File: src/rtl/mc_pkg.sv
`timescale 1ns/1ps
package mc_pkg;
    localparam logic [2:0] MODE_D     = 3'd0;
    localparam logic [2:0] MODE_T     = 3'd1;
    localparam logic [2:0] MODE_JK    = 3'd2;
    localparam logic [2:0] MODE_SR    = 3'd3;
    localparam logic [2:0] MODE_LATCH = 3'd4;

    localparam logic [1:0] RST_NONE = 2'd0;
    localparam logic [1:0] RST_PIN  = 2'd1;
    localparam logic [1:0] RST_TERM = 2'd2;
    localparam logic [1:0] RST_BOTH = 2'd3;

    typedef struct packed {
        logic q;
        logic mclk_prev;
    } cell_state_t;
endpackage

File: src/rtl/mc_clk_sel.sv
`timescale 1ns/1ps
module mc_clk_sel (
    input  logic clk_sel,
    input  logic ce_en,
    input  logic clk_pin,
    input  logic pt_clk,
    input  logic pt_ce,
    input  logic mclk_prev,
    output logic mclk,
    output logic fire
);
    logic ce_ok;

    always_comb begin
        mclk  = clk_sel ? pt_clk : clk_pin;
        // the enable term only gates the global clock
        ce_ok = clk_sel | ~ce_en | pt_ce;
        fire  = mclk & ~mclk_prev & ce_ok;
    end
endmodule

File: src/rtl/mc_next_state.sv
`timescale 1ns/1ps
module mc_next_state
    import mc_pkg::*;
(
    input  logic [2:0] mode,
    input  logic       q,
    input  logic       dval,
    input  logic       in_a,
    input  logic       in_b,
    input  logic       fire,
    input  logic       mclk,
    output logic       q_nxt
);
    always_comb begin
        q_nxt = q;
        if (mode == MODE_LATCH) begin
            if (mclk) q_nxt = dval;
        end else if (fire) begin
            case (mode)
                MODE_T:  q_nxt = q ^ dval;
                MODE_JK: begin
                    case ({in_a, in_b})
                        2'b01:   q_nxt = 1'b0;
                        2'b10:   q_nxt = 1'b1;
                        2'b11:   q_nxt = ~q;
                        default: q_nxt = q;
                    endcase
                end
                MODE_SR: begin
                    case ({in_a, in_b})
                        2'b01:   q_nxt = 1'b0;
                        2'b10:   q_nxt = 1'b1;
                        default: q_nxt = q;
                    endcase
                end
                default: q_nxt = dval;
            endcase
        end
    end
endmodule

File: src/rtl/mc_out_sel.sv
`timescale 1ns/1ps
module mc_out_sel #(
    parameter  int NUM_GOE  = 2,
    localparam int OE_SEL_W = $clog2(NUM_GOE + 3)
) (
    input  logic                out_reg,
    input  logic                fb_sel,
    input  logic                comb_val,
    input  logic                q,
    input  logic [OE_SEL_W-1:0] oe_sel,
    input  logic [NUM_GOE-1:0]  oe_pin_n,
    input  logic                pt_oe,
    output logic                pad_data,
    output logic                pad_oe,
    output logic                fb_out
);
    always_comb begin
        pad_data = out_reg ? q : comb_val;
        fb_out   = (out_reg | fb_sel) ? q : comb_val;

        pad_oe = 1'b0;
        if (int'(oe_sel) == 1) pad_oe = 1'b1;
        for (int i = 0; i < NUM_GOE; i++) begin
            if (int'(oe_sel) == 2 + i) pad_oe = ~oe_pin_n[i];
        end
        if (int'(oe_sel) == 2 + NUM_GOE) pad_oe = pt_oe;
    end
endmodule

File: src/rtl/macrocell_reg.sv
`timescale 1ns/1ps
module macrocell_reg
    import mc_pkg::*;
#(
    parameter  int NUM_GOE  = 2,
    localparam int OE_SEL_W = $clog2(NUM_GOE + 3)
) (
    input  logic                clk,
    input  logic                por_n,
    input  logic [2:0]          cfg_mode,
    input  logic                cfg_clk_sel,
    input  logic                cfg_ce_en,
    input  logic [1:0]          cfg_rst_sel,
    input  logic                cfg_pre_en,
    input  logic                cfg_data_sel,
    input  logic                cfg_out_reg,
    input  logic                cfg_fb_sel,
    input  logic [OE_SEL_W-1:0] cfg_oe_sel,
    input  logic                clk_pin,
    input  logic                pt_clk,
    input  logic                pt_ce,
    input  logic                gclr_n,
    input  logic                pt_rst,
    input  logic                pt_pre,
    input  logic [NUM_GOE-1:0]  oe_pin_n,
    input  logic                pt_oe,
    input  logic                xor_val,
    input  logic                pt_data,
    output logic                pad_data,
    output logic                pad_oe,
    output logic                fb_out
);
    cell_state_t st_d, st_q;
    logic mclk, fire, dval, q_nxt, rst_act, pre_act;

    mc_clk_sel u_clk_sel (
        .clk_sel   (cfg_clk_sel),
        .ce_en     (cfg_ce_en),
        .clk_pin   (clk_pin),
        .pt_clk    (pt_clk),
        .pt_ce     (pt_ce),
        .mclk_prev (st_q.mclk_prev),
        .mclk      (mclk),
        .fire      (fire)
    );

    assign dval = cfg_data_sel ? pt_data : xor_val;

    mc_next_state u_next (
        .mode  (cfg_mode),
        .q     (st_q.q),
        .dval  (dval),
        .in_a  (xor_val),
        .in_b  (pt_data),
        .fire  (fire),
        .mclk  (mclk),
        .q_nxt (q_nxt)
    );

    always_comb begin
        case (cfg_rst_sel)
            RST_PIN:  rst_act = ~gclr_n;
            RST_TERM: rst_act = pt_rst;
            RST_BOTH: rst_act = ~gclr_n | pt_rst;
            default:  rst_act = 1'b0;
        endcase
        pre_act = cfg_pre_en & pt_pre;

        st_d           = st_q;
        st_d.mclk_prev = mclk;
        if (rst_act)      st_d.q = 1'b0;
        else if (pre_act) st_d.q = 1'b1;
        else              st_d.q = q_nxt;
    end

    always_ff @(posedge clk or negedge por_n) begin
        if (!por_n) st_q <= '0;
        else        st_q <= st_d;
    end

    mc_out_sel #(.NUM_GOE(NUM_GOE)) u_out (
        .out_reg  (cfg_out_reg),
        .fb_sel   (cfg_fb_sel),
        .comb_val (xor_val),
        .q        (st_q.q),
        .oe_sel   (cfg_oe_sel),
        .oe_pin_n (oe_pin_n),
        .pt_oe    (pt_oe),
        .pad_data (pad_data),
        .pad_oe   (pad_oe),
        .fb_out   (fb_out)
    );

    assert_clear_zeroes_R9: assert property (@(posedge clk) disable iff (!por_n)
        rst_act |=> !st_q.q);

    assert_set_when_no_clear_R10: assert property (@(posedge clk) disable iff (!por_n)
        (pre_act && !rst_act) |=> st_q.q);

    assert_no_edge_holds_R2: assert property (@(posedge clk) disable iff (!por_n)
        (!fire && cfg_mode != MODE_LATCH && !rst_act && !pre_act) |=> $stable(st_q.q));

    assert_ce_low_blocks_R4: assert property (@(posedge clk) disable iff (!por_n)
        (!cfg_clk_sel && cfg_ce_en && !pt_ce && cfg_mode != MODE_LATCH
         && !rst_act && !pre_act) |=> $stable(st_q.q));

    assert_t_zero_holds_R5: assert property (@(posedge clk) disable iff (!por_n)
        (cfg_mode == MODE_T && !dval && !rst_act && !pre_act) |=> $stable(st_q.q));
endmodule

File: config.mk
export PLATFORM = sky130hd
export DESIGN_NAME = macrocell_reg
export DESIGN_NICKNAME = d
export VERILOG_FILES = /design/src/rtl/mc_pkg.sv /design/src/rtl/mc_clk_sel.sv /design/src/rtl/mc_next_state.sv /design/src/rtl/mc_out_sel.sv /design/src/rtl/macrocell_reg.sv
export SDC_FILE = /design/constraint.sdc
export NUM_CORES = 1
export LEC_CHECK = 0
export ABC_AREA = 1
export BUFFER_PORTS_ARGS = -buffer_cell sky130_fd_sc_hd__buf_4
export CORE_AREA = 3 3 40 42
export CTS_CLUSTER_SIZE = 10
export DETAILED_ROUTE_END_ITERATION = 10
export DIE_AREA = 0 0 43 45
export SLEW_MARGIN = 20
export SYNTH_ARGS = -nofsm -noshare
export SYNTH_HDL_FRONTEND = slang
export SYNTH_SLANG_ARGS = --single-unit
File: constraint.sdc
create_clock -name clk -period 1 [get_ports clk]
set_input_delay 0.2 -clock clk [delete_from_list [all_inputs] [get_ports clk]]
set_output_delay 0.2 -clock clk [all_outputs]
set_load 0.05 [all_outputs]
==> results of run 1 <==
## routing by layer
metal  part of all wire, %  up-vias
met5                     0        -
li1                      -      300
met1                    44      228
met2                    45       23
met4                     0        0
met3                    10        0
## synthesized netlist by cell type (all sizes together)
cell	n	share of area, %
a21oi	1	1.4
ha	3	10
o311a	1	2.7
nand3	9	12
nand2	27	29
nor3	1	1.4
nand3b	1	2.0
nor2	4	4.1
o21ai	6	8.2
inv	15	15
dfrtp	2	14
## area by class of cell
cell class / count / area [um2] / area share [%]
Multi-Input combinational cell: 53 / 294 / 39.4
Tap cell: 15 / 18.8 / 2.52
Clock buffer: 3 / 22.5 / 3.02
Inverter: 15 / 56.3 / 7.55
Timing Repair Buffer: 36 / 303 / 40.6
Sequential cell: 2 / 51.3 / 6.88
## final timing paths
path | endpoint | slack [ns] | cells after the start
min | st_q[0]$_DFF_PN0_ | 0.21 | 3
min reg2reg | st_q[1]$_DFFE_PN0P_ | 0.73 | 6
min in group asynchronous | st_q[0]$_DFF_PN0_ | 0.32 | 2
max | pad_data | -0.15 | 3
max in group asynchronous | st_q[1]$_DFFE_PN0P_ | 0.58 | 2
max reg2reg | st_q[1]$_DFFE_PN0P_ | -0.09 | 10
## timing repair
action	4_1_cts	5_1_grt
endpoints found under the hold margin	2	0
setup buffers	2	0
hold buffers	1	0
setup endpoints to repair	4	4
resized for setup	9	9
pin swaps	4	3
## layout by cell type, fill, tap and decap left out, types with 3 or more instances in the layout
cell / synthesis / layout
ha_1: 3 / 3
buf_4: 0 / 29
nand2_1: 25 / 24
nand2_2: 2 / 3
o21ai_2: 0 / 3
inv_2: 5 / 7
inv_1: 10 / 8
nand3_1: 9 / 8
buf_6: 0 / 4
nor2_1: 4 / 3
clkbuf_4: 0 / 3
## stage by stage
stage | utilization (%) | instances | setup TNS, ns | setup slack (ns)
finish | 58.0 | 124 | -0.448 | -0.149
global route | 58.0 | 124 | -0.700 | -0.213
CTS | 55.7 | 124 | -0.608 | -0.184
detailed placement | 50.0 | 118 | -0.382 | -0.186
global placement | 50.0 | 118 | -0.313 | -0.150
floorplan | - | 70 | -0.0924 | -0.0924
## power groups by stage
stage | Clock, mW | Combinational [mW] | Sequential (mW)
after global placement | 0 | 0.311 | 0.101
final | 0.176 | 0.371 | 0.104
after CTS | 0.181 | 0.358 | 0.102
after floorplan | 0 | 0.163 | 0.0979
after global routing | 0.183 | 0.411 | 0.106
after detailed placement | 0 | 0.313 | 0.102
## worst min-delay path, delay by kind of cell
kind	cells	cell delay, ns
buffers and inverters	1	0.08
and+or+nand+nor	2	0.12
## cells by family after synthesis
group / Yosys count / synth area share (%)
buf+inv: 15 / 15.3
compound gates: 8 / 12.2
flops: 2 / 13.6
simple gates: 42 / 48.6
fa+ha+maj: 3 / 10.2
==> flow_summary_export.csv, run 1 <==
group,metric,value,unit
outcome,status,"finished with violations",
outcome,violations,"setup timing",
cells_and_area,largest_reg_flops,2,
clock_network,cts_tree,"done",
clock_network,cts.root.buffer_cell,"clkbuf_4",
critical_path,cp_num_buf_inv,2,
pwr,p_leak,0.430,nW
synthesis,ys_types,13,
pwr,ir_drop,0.000372,V
clock_network,clk_path_buf_depth,2,
detailed_routing,dr.first_iter.drc_count,4,
critical_path,cp_data_arrival_time,0.95,ns
critical_path,start_kind,"flip-flop",
synthesis,synth_area,368,um2
place,place_congestion,0.760,
detailed_routing,first_pass_iters,4,
floorplanning,start_util,28.6,%
floorplanning,die_y,45,um
clock_network,cts_sinks,2,
cells_and_area,nets,141,
floorplanning,io_pins,30,
critical_path,startpoint,"st_q[1]$_DFFE_PN0P_",
critical_path,cp_cell_sequence,"inv_2 -> o21ai_2 -> buf_6",
pwr,power_frac_clock,27.0,%
synthesis,avgSynthCellArea,5.26,um2
global_routing,grt_max_degree,5,
sta,fmax,870,MHz
pwr,p_per_area,872,nW/um2
place,io_buffers,29,
critical_path,critPathKind,"reg -> out",
sta,worstMarginPinSlew,0.205,ns
detailed_routing,drt_wl_total,1.08,mm
critical_path,crit_path_max_fanout,4,
clock_network,numCtsBuffers,3,
synthesis,ys_seq_area_share,13.6,%
cells_and_area,area_delta_synth_final,103,%
critical_path,critical-path-top-delay-family,"flip-flops",
sta,rsz0062_at_grt,"true",
floorplanning,coreArea,1280,um2
critical_path,crit_path_end_kind,"output port",
critical_path,worstPathRequired,0.80,ns
clock_network,clk_pin_slew,0.03,ns
global_routing,top_usage_layer,"met2",
detailed_routing,vias,551,
global_routing,grt_pass1_vias,528,
global_routing,grt_use_total,12.2,%
global_routing,gr-usage-met3,0.797,%
clock_network,insertion_delay,0.22,ns
sta,whs,0.213,ns
worst_hold_path,hold_path.class,"in -> reg",
global_routing,grt_pass1_wl,1.91,mm
cells_and_area,drive_gt1_share,50.5,%
global_routing,grt_antenna_before_repair,0,
global_routing,use_met1,16.3,%
synthesis,syn_nets,100,
detailed_routing,post_drt_wl_per_cell,8.71,um
job,drv_cap,0,
cells_and_area,top_register,"st_q",
global_routing,use_met2,20.4,%
synthesis,synth_seq_cells,2,
floorplanning,dieArea,1940,um2
place,dp_hpwl,887,um
critical_path,slowest_delay,0.39,ns
sta,period_needed,1.15,ns
critical_path,slowest_stage,"dfrtp_2",
global_routing,grt_remaining_overflow,0,
sta,finalWorstSetupSlack,-0.149,ns
synthesis,syn_inst,70,
floorplanning,dieWidth,43,um
cells_and_area,reg_top3,"st_q (2)",
detailed_routing,avgViaCountPerCell,4.44,
pwr,internal-power,0.419,mW
floorplanning,rows,13,
cells_and_area,antenna_cells,0,
sta,finalMaxSlewViolations,0,
pwr,pwr-share-seq,16.0,%
worst_hold_path,hp-start,"clk_pin",
critical_path,r2r-start,"st_q[1]$_DFFE_PN0P_",
cells_and_area,fillers,143,
sta,clock_skew,0.00437,ns
cells_and_area,final_cell_area,746,um2
pwr,comb_power_share,57.0,%
pwr,finalPower,0.651,mW
synthesis,yosys_warnings,0,
detailed_routing,drc,0,
place,dpl_cell_area,643,um2
sta,slew_headroom,86.4,%
sta,setup_violations,4,
detailed_routing,drtAntennaViolNets,0,
pwr,swShare,35.5,%
sta,fin_crit_sh,115,%
sta,hold_violations,0,
clock_network,htreeDepth,1,
pwr,power.switching,0.231,mW
No activity file was read; power rests on OpenSTA's default activity.
==> inputs of run 2 (changes only) <==
Settings changed: CTS_CLUSTER_DIAMETER set to 120, CTS_CLUSTER_SIZE 10 to unset, SYNTH_HIERARCHICAL set to 1.
==> flow_summary_export.csv, run 2 <==
group,metric,value,unit
outcome,status,"finished with violations",
outcome,violations,"setup timing",
cells_and_area,nets,137,
sta,finalMaxSlewViolations,0,
synthesis,ys_types,16,
detailed_routing,vias,528,
cells_and_area,finish.utilization,60.9,%
place,dp_hpwl,832,um
cells_and_area,area_delta_synth_final,120,%
place,io_buffers,29,
critical_path,start_kind,"flip-flop",
pwr,power.switching,0.246,mW
pwr,swShare,37.0,%
cells_and_area,top_register,"st_q",
detailed_routing,drc,0,
clock_network,htreeDepth,1,
synthesis,ys_async_sr_fraction,100,%
global_routing,grt_pass1_wl,1.73,mm
pwr,internal-power,0.419,mW
sta,clock_skew,0.00229,ns
sta,fmax,822,MHz
sta,worstMarginPinSlew,0.303,ns
synthesis,syn_inst,67,
synthesis,synth_ff_type,"dfrtp_1",
detailed_routing,dr.first_iter.drc_count,4,
detailed_routing,drt_wl_total,1.12,mm
cells_and_area,final_cell_mix,"buf_4 (33), nand2_1 (15), inv_1 (12), nor2_1 (5)",
sta,rsz0062_at_grt,"true",
synthesis,synth_edf_count,0,
detailed_routing,post_drt_wl_per_cell,9.20,um
critical_path,worstPathRequired,1.11,ns
critical_path,slowest_stage,"dfrtp_2",
floorplanning,dieArea,1940,um2
floorplanning,start_util,27.7,%
floorplanning,rows,13,
place,dpl_cell_area,679,um2
floorplanning,coreArea,1280,um2
clock_network,cts_sinks,2,
floorplanning,die_y,45,um
clock_network,cts.root.buffer_cell,"clkbuf_4",
pwr,p_leak,0.434,nW
critical_path,critPathKind,"reg -> reg",
floorplanning,dieWidth,43,um
worst_hold_path,hold_path.class,"in -> reg",
sta,setup_violations,3,
critical_path,cp_num_buf_inv,1,
critical_path,crit_path_end_kind,"flip-flop",
synthesis,synth_area,355,um2
place,place_congestion,0.774,
clock_network,insertion_delay,0.22,ns
sta,finalWorstSetupSlack,-0.216,ns
cells_and_area,reg_top3,"st_q (2)",
global_routing,grt_pass1_vias,463,
cells_and_area,final_common_cell,"buf_4",
cells_and_area,final_cells,122,
synthesis,synth_seq_cells,2,
detailed_routing,first_pass_iters,4,
critical_path,critical-path-top-delay-family,"flip-flops",
clock_network,clk_pin_slew,0.03,ns
critical_path,cp_data_arrival_time,1.32,ns
synthesis,synthTopCellsByArea,"nand2_1 (20%), inv_1 (19%), dfrtp_1 (14%)",
global_routing,grt_remaining_overflow,0,
cells_and_area,final_cell_area,782,um2
detailed_routing,drtAntennaViolNets,0,
clock_network,numCtsBuffers,3,
clock_network,cts_tree,"done",
synthesis,syn_nets,95,
pwr,power_frac_clock,26.6,%
sta,whs,0.214,ns
cells_and_area,drive_gt1_share,61.7,%
global_routing,grt_use_total,11.9,%
sta,period_needed,1.22,ns
critical_path,cp_cell_sequence,"buf_6 -> nand2_1 -> nand3_2 -> nand3_2 -> nand2_1 -> nand2_1 -> a21oi_2 -> a21oi_1 -> nor2_1",
pwr,p_per_area,850,nW/um2
sta,hold_violations,0,
critical_path,crit_path_max_fanout,4,
pwr,pwr-share-seq,15.0,%
sta,slew_headroom,79.6,%
synthesis,synth_most_common_cell,"nand2_1",
synthesis,synth_top_area_share,20.1,%
synthesis,synth_area_leader_cell,"nand2_1",
critical_path,slowest_delay,0.43,ns
global_routing,grt_max_degree,5,
synthesis,avgSynthCellArea,5.30,um2
clock_network,clk_path_buf_depth,2,
pwr,comb_power_share,58.5,%
synthesis,yosys_warnings,6,
pwr,ir_drop,0.000572,V
cells_and_area,fillers,120,
place,dp.cells,115,
critical_path,cpMostUsedCell,"nand2_1",
cells_and_area,largest_reg_flops,2,
sta,fin_crit_sh,122,%
job,drv_cap,0,
cells_and_area,antenna_cells,0,
detailed_routing,avgViaCountPerCell,4.33,
synthesis,synth_common_cells,"nand2_1 (19), inv_1 (18), nand3_1 (6)",
global_routing,grt_antenna_before_repair,0,
synthesis,ys_seq_area_share,14.1,%
floorplanning,io_pins,30,
run 2: logic make-up after synthesis:
logic type / synth area share, %
buffers and inverters: 19.0
DFF: 14.1
adders and majority gates: 3.52
and+or+nand+nor: 48.9
AOI/OAI and AO/OA: 14.4
run 2: stage by stage:
| stage | power [mW] | setup WS, ns | TNS, ns |
|---|---|---|---|
| CTS | 0.647 | -0.239 | -0.699 |
| global route | 0.715 | -0.318 | -0.758 |
| detailed placement | 0.424 | -0.313 | -0.514 |
| global placement | 0.423 | -0.313 | -0.512 |
| floorplan | 0.278 | -0.113 | -0.196 |
| finish | 0.665 | -0.216 | -0.572 |
run 2: repair_timing:
action,CTS,global route
setup endpoints to repair,3,3
setup buffers,2,1
resized for setup,5,9
pin swaps,5,7
hold endpoints to repair,2,0
hold buffers,1,0
run 2: worst paths after layout:
check	startpoint	endpoint	slack (ns)	cells after the start
setup reg to reg	st_q[1]$_DFF_PN0_	st_q[1]$_DFF_PN0_	-0.22	9
setup / recovery	st_q[1]$_DFF_PN0_	st_q[1]$_DFF_PN0_	-0.22	9
max in group asynchronous	por_n	st_q[1]$_DFF_PN0_	0.61	2
hold reg to reg	st_q[0]$_DFF_PN0_	st_q[1]$_DFF_PN0_	0.86	8
min in group asynchronous	por_n	st_q[1]$_DFF_PN0_	0.29	2
hold / removal	pt_rst	st_q[1]$_DFF_PN0_	0.21	4
run 2: per-layer routing:
metal | global-route usage (%) | part of all wire, % | up-vias
met4 | 7.23 | 0 | 0
met2 | 20.4 | 50 | 27
met3 | 4.38 | 13 | 0
met5 | 0 | 0 | -
li1 | - | - | 285
met1 | 12.5 | 37 | 216
run 2: layout make-up:
type                       count  area [um2]  area share (%)
timing repair buffer          37         292            37.3
inverter                      18        80.1            10.2
clock buffer                   3        22.5            2.88
sequential                     2        51.3            6.56
multi-input combinational     47         318            40.6
tap                           15        18.8            2.40
run 2: power groups by stage:
stage | combinational [mW] | clock [mW] | sequential, mW
2_1_floorplan | 0.181 | 0 | 0.0972
3_3_place_gp | 0.323 | 0 | 0.0999
3_5_place_dp | 0.325 | 0 | 0.0996
4_1_cts | 0.360 | 0.189 | 0.0981
5_1_grt | 0.424 | 0.190 | 0.101
6_report | 0.389 | 0.177 | 0.0995
run 2: worst min-delay path, cell delays in order:
cell	delay, ns
buf_4	0.07
nand2_1	0.03
nand2_1	0.06
nor2_1	0.03
==> inputs of run 3 (changes only) <==
Settings changed: PLACE_DENSITY set to 0.65.
==> flow_summary_export.csv, run 3 (synthesis results as in run 2) <==
group,metric,value,unit
cells_and_area,final_cell_area,749,um2
clock_network,htreeDepth,1,
critical_path,endpoint,"st_q[1]$_DFF_PN0_",
critical_path,cp_cell_sequence,"buf_6 -> buf_4 -> a32oi_2 -> a21oi_2 -> a21oi_1 -> nor2_1",
critical_path,crit_path_end_kind,"flip-flop",
sta,rsz0062_at_grt,"true",
detailed_routing,drtAntennaViolNets,0,
sta,fin_crit_sh,120,%
cells_and_area,finish.utilization,58.3,%
floorplanning,start_util,27.7,%
place,place_congestion,0.802,
critical_path,startpoint,"st_q[1]$_DFF_PN0_",
floorplanning,io_pins,30,
critical_path,cp_data_arrival_time,1.31,ns
cells_and_area,nets,135,
detailed_routing,drt_wl_total,1.03,mm
cells_and_area,antenna_cells,0,
global_routing,grt_use_total,11.7,%
sta,hold_violations,0,
critical_path,regToRegSetupSlack,-0.20,ns
sta,worstMarginPinSlew,0.299,ns
cells_and_area,final_cell_mix,"buf_4 (30), nand2_1 (16), inv_1 (13), nand3_1 (6)",
floorplanning,die_y,45,um
job,drv_cap,0,
worst_hold_path,hold_path.class,"in -> reg",
cells_and_area,largest_reg_flops,2,
outcome,violations,"setup timing",
cells_and_area,final_common_cell,"buf_4",
detailed_routing,avgViaCountPerCell,4.41,
sta,setup_tns,-0.582,ns
sta,period_needed,1.20,ns
clock_network,cts_tree,"done",
critical_path,start_kind,"flip-flop",
critical_path,rr_worst_depth,6,
sta,slew_headroom,79.9,%
critical_path,critPathKind,"reg -> reg",
floorplanning,rows,13,
detailed_routing,first_pass_iters,4,
outcome,status,"finished with violations",
sta,whs,0.215,ns
clock_network,cts_sinks,2,
clock_network,cts.root.buffer_cell,"clkbuf_4",
cells_and_area,reg_top3,"st_q (2)",
cells_and_area,fillers,125,
global_routing,grt_antenna_before_repair,0,
global_routing,grt_max_degree,5,
critical_path,r2r-start,"st_q[1]$_DFF_PN0_",
detailed_routing,dr.first_iter.drc_count,4,
global_routing,grt_remaining_overflow,0,
clock_network,numCtsBuffers,3,
detailed_routing,vias,529,
place,io_buffers,29,
sta,finalWorstSetupSlack,-0.202,ns
cells_and_area,drive_gt1_share,56.2,%
place,dp_hpwl,882,um
detailed_routing,post_drt_wl_per_cell,8.60,um
detailed_routing,drc,0,
floorplanning,dieWidth,43,um
global_routing,grt_pass1_wl,1.79,mm
sta,clock_skew,0.00279,ns
pwr,ir_drop,0.000611,V
place,pre_cts_ws,-0.330,ns
cells_and_area,area_delta_synth_final,111,%
floorplanning,coreArea,1280,um2
sta,setup_violations,3,
sta,fmax,832,MHz
critical_path,crit_path_max_fanout,4,
critical_path,worstPathRequired,1.11,ns
pwr,p_per_area,852,nW/um2
place,dpl_cell_area,672,um2
clock_network,clk_path_buf_depth,2,
critical_path,cp_num_buf_inv,2,
critical_path,slowest_stage,"dfrtp_1",
clock_network,insertion_delay,0.22,ns
global_routing,grt_pass1_vias,488,
critical_path,slowest_delay,0.41,ns
cells_and_area,top_register,"st_q",
pwr,p_leak,0.413,nW
critical_path,critical-path-top-delay-family,"flip-flops",
clock_network,clk_pin_slew,0.03,ns
sta,finalMaxSlewViolations,0,
critical_path,critical_path_depth,6,
critical_path,r2r_end,"st_q[1]$_DFF_PN0_",
floorplanning,dieArea,1940,um2
[run 3: changes by cell type in the layout (fill, tap and decap cells not counted), sizes merged]
| cell | previous run | this run |
|---|---|---|
| buf | 36 | 34 |
[run 3: worst register-to-register path: stages, from the launching register on]
cell,delay (ns)
dfrtp_1,0.41
buf_6,0.14
buf_4,0.12
a32oi_2,0.17
a21oi_2,0.08
a21oi_1,0.12
nor2_1,0.05
[run 3: per-stage QoR]
stage	std cells	power [mW]
after floorplan	67	0.278
after global placement	114	0.419
after detailed placement	114	0.422
after CTS	120	0.637
after global routing	120	0.686
final	120	0.638
[run 3: metal layers]
layer / vias to the layer above / part of all wire (%) / track usage (%)
met5: - / 0 / 0
met3: 0 / 11 / 1.99
li1: 281 / - / -
met2: 21 / 52 / 24.0
met4: 0 / 0 / 3.61
met1: 227 / 37 / 12.0
[run 3: cell type report]
class	instances	area (um2)	area share [%]
clock buffers	3	22.5	3.01
inverters	18	80.1	10.7
multi-input cells	47	298	39.7
flip-flops and latches	2	50.0	6.68
well taps	15	18.8	2.50
repair buffers	35	280	37.4
[run 3: where the power goes]
group          internal (mW)  switching [mW]
Combinational          0.186           0.181
Sequential            0.0899         0.00729
Clock                  0.132          0.0424
Total                  0.407           0.231
[run 3: worst min path at each step]
stage	slack, ns	to	startpoint	cells past startpoint
floorplan	-0.1	st_q[0]$_DFF_PN0_	por_n	0
global placement	-0.02	st_q[0]$_DFF_PN0_	por_n	1
detailed placement	-0.01	st_q[0]$_DFF_PN0_	por_n	1
CTS	0.21	st_q[1]$_DFF_PN0_	pt_pre	3
global route	0.24	st_q[1]$_DFF_PN0_	cfg_rst_sel[0]	4
finish	0.22	st_q[1]$_DFF_PN0_	pt_pre	3
[run 3: repair_timing]
action / in CTS / in global routing
hold buffers: 1 / 0
setup buffers: 2 / 0
endpoints found under the setup margin: 3 / 4
resized for setup: 4 / 5
pin swaps: 6 / 3
hold endpoints to repair: 2 / 0
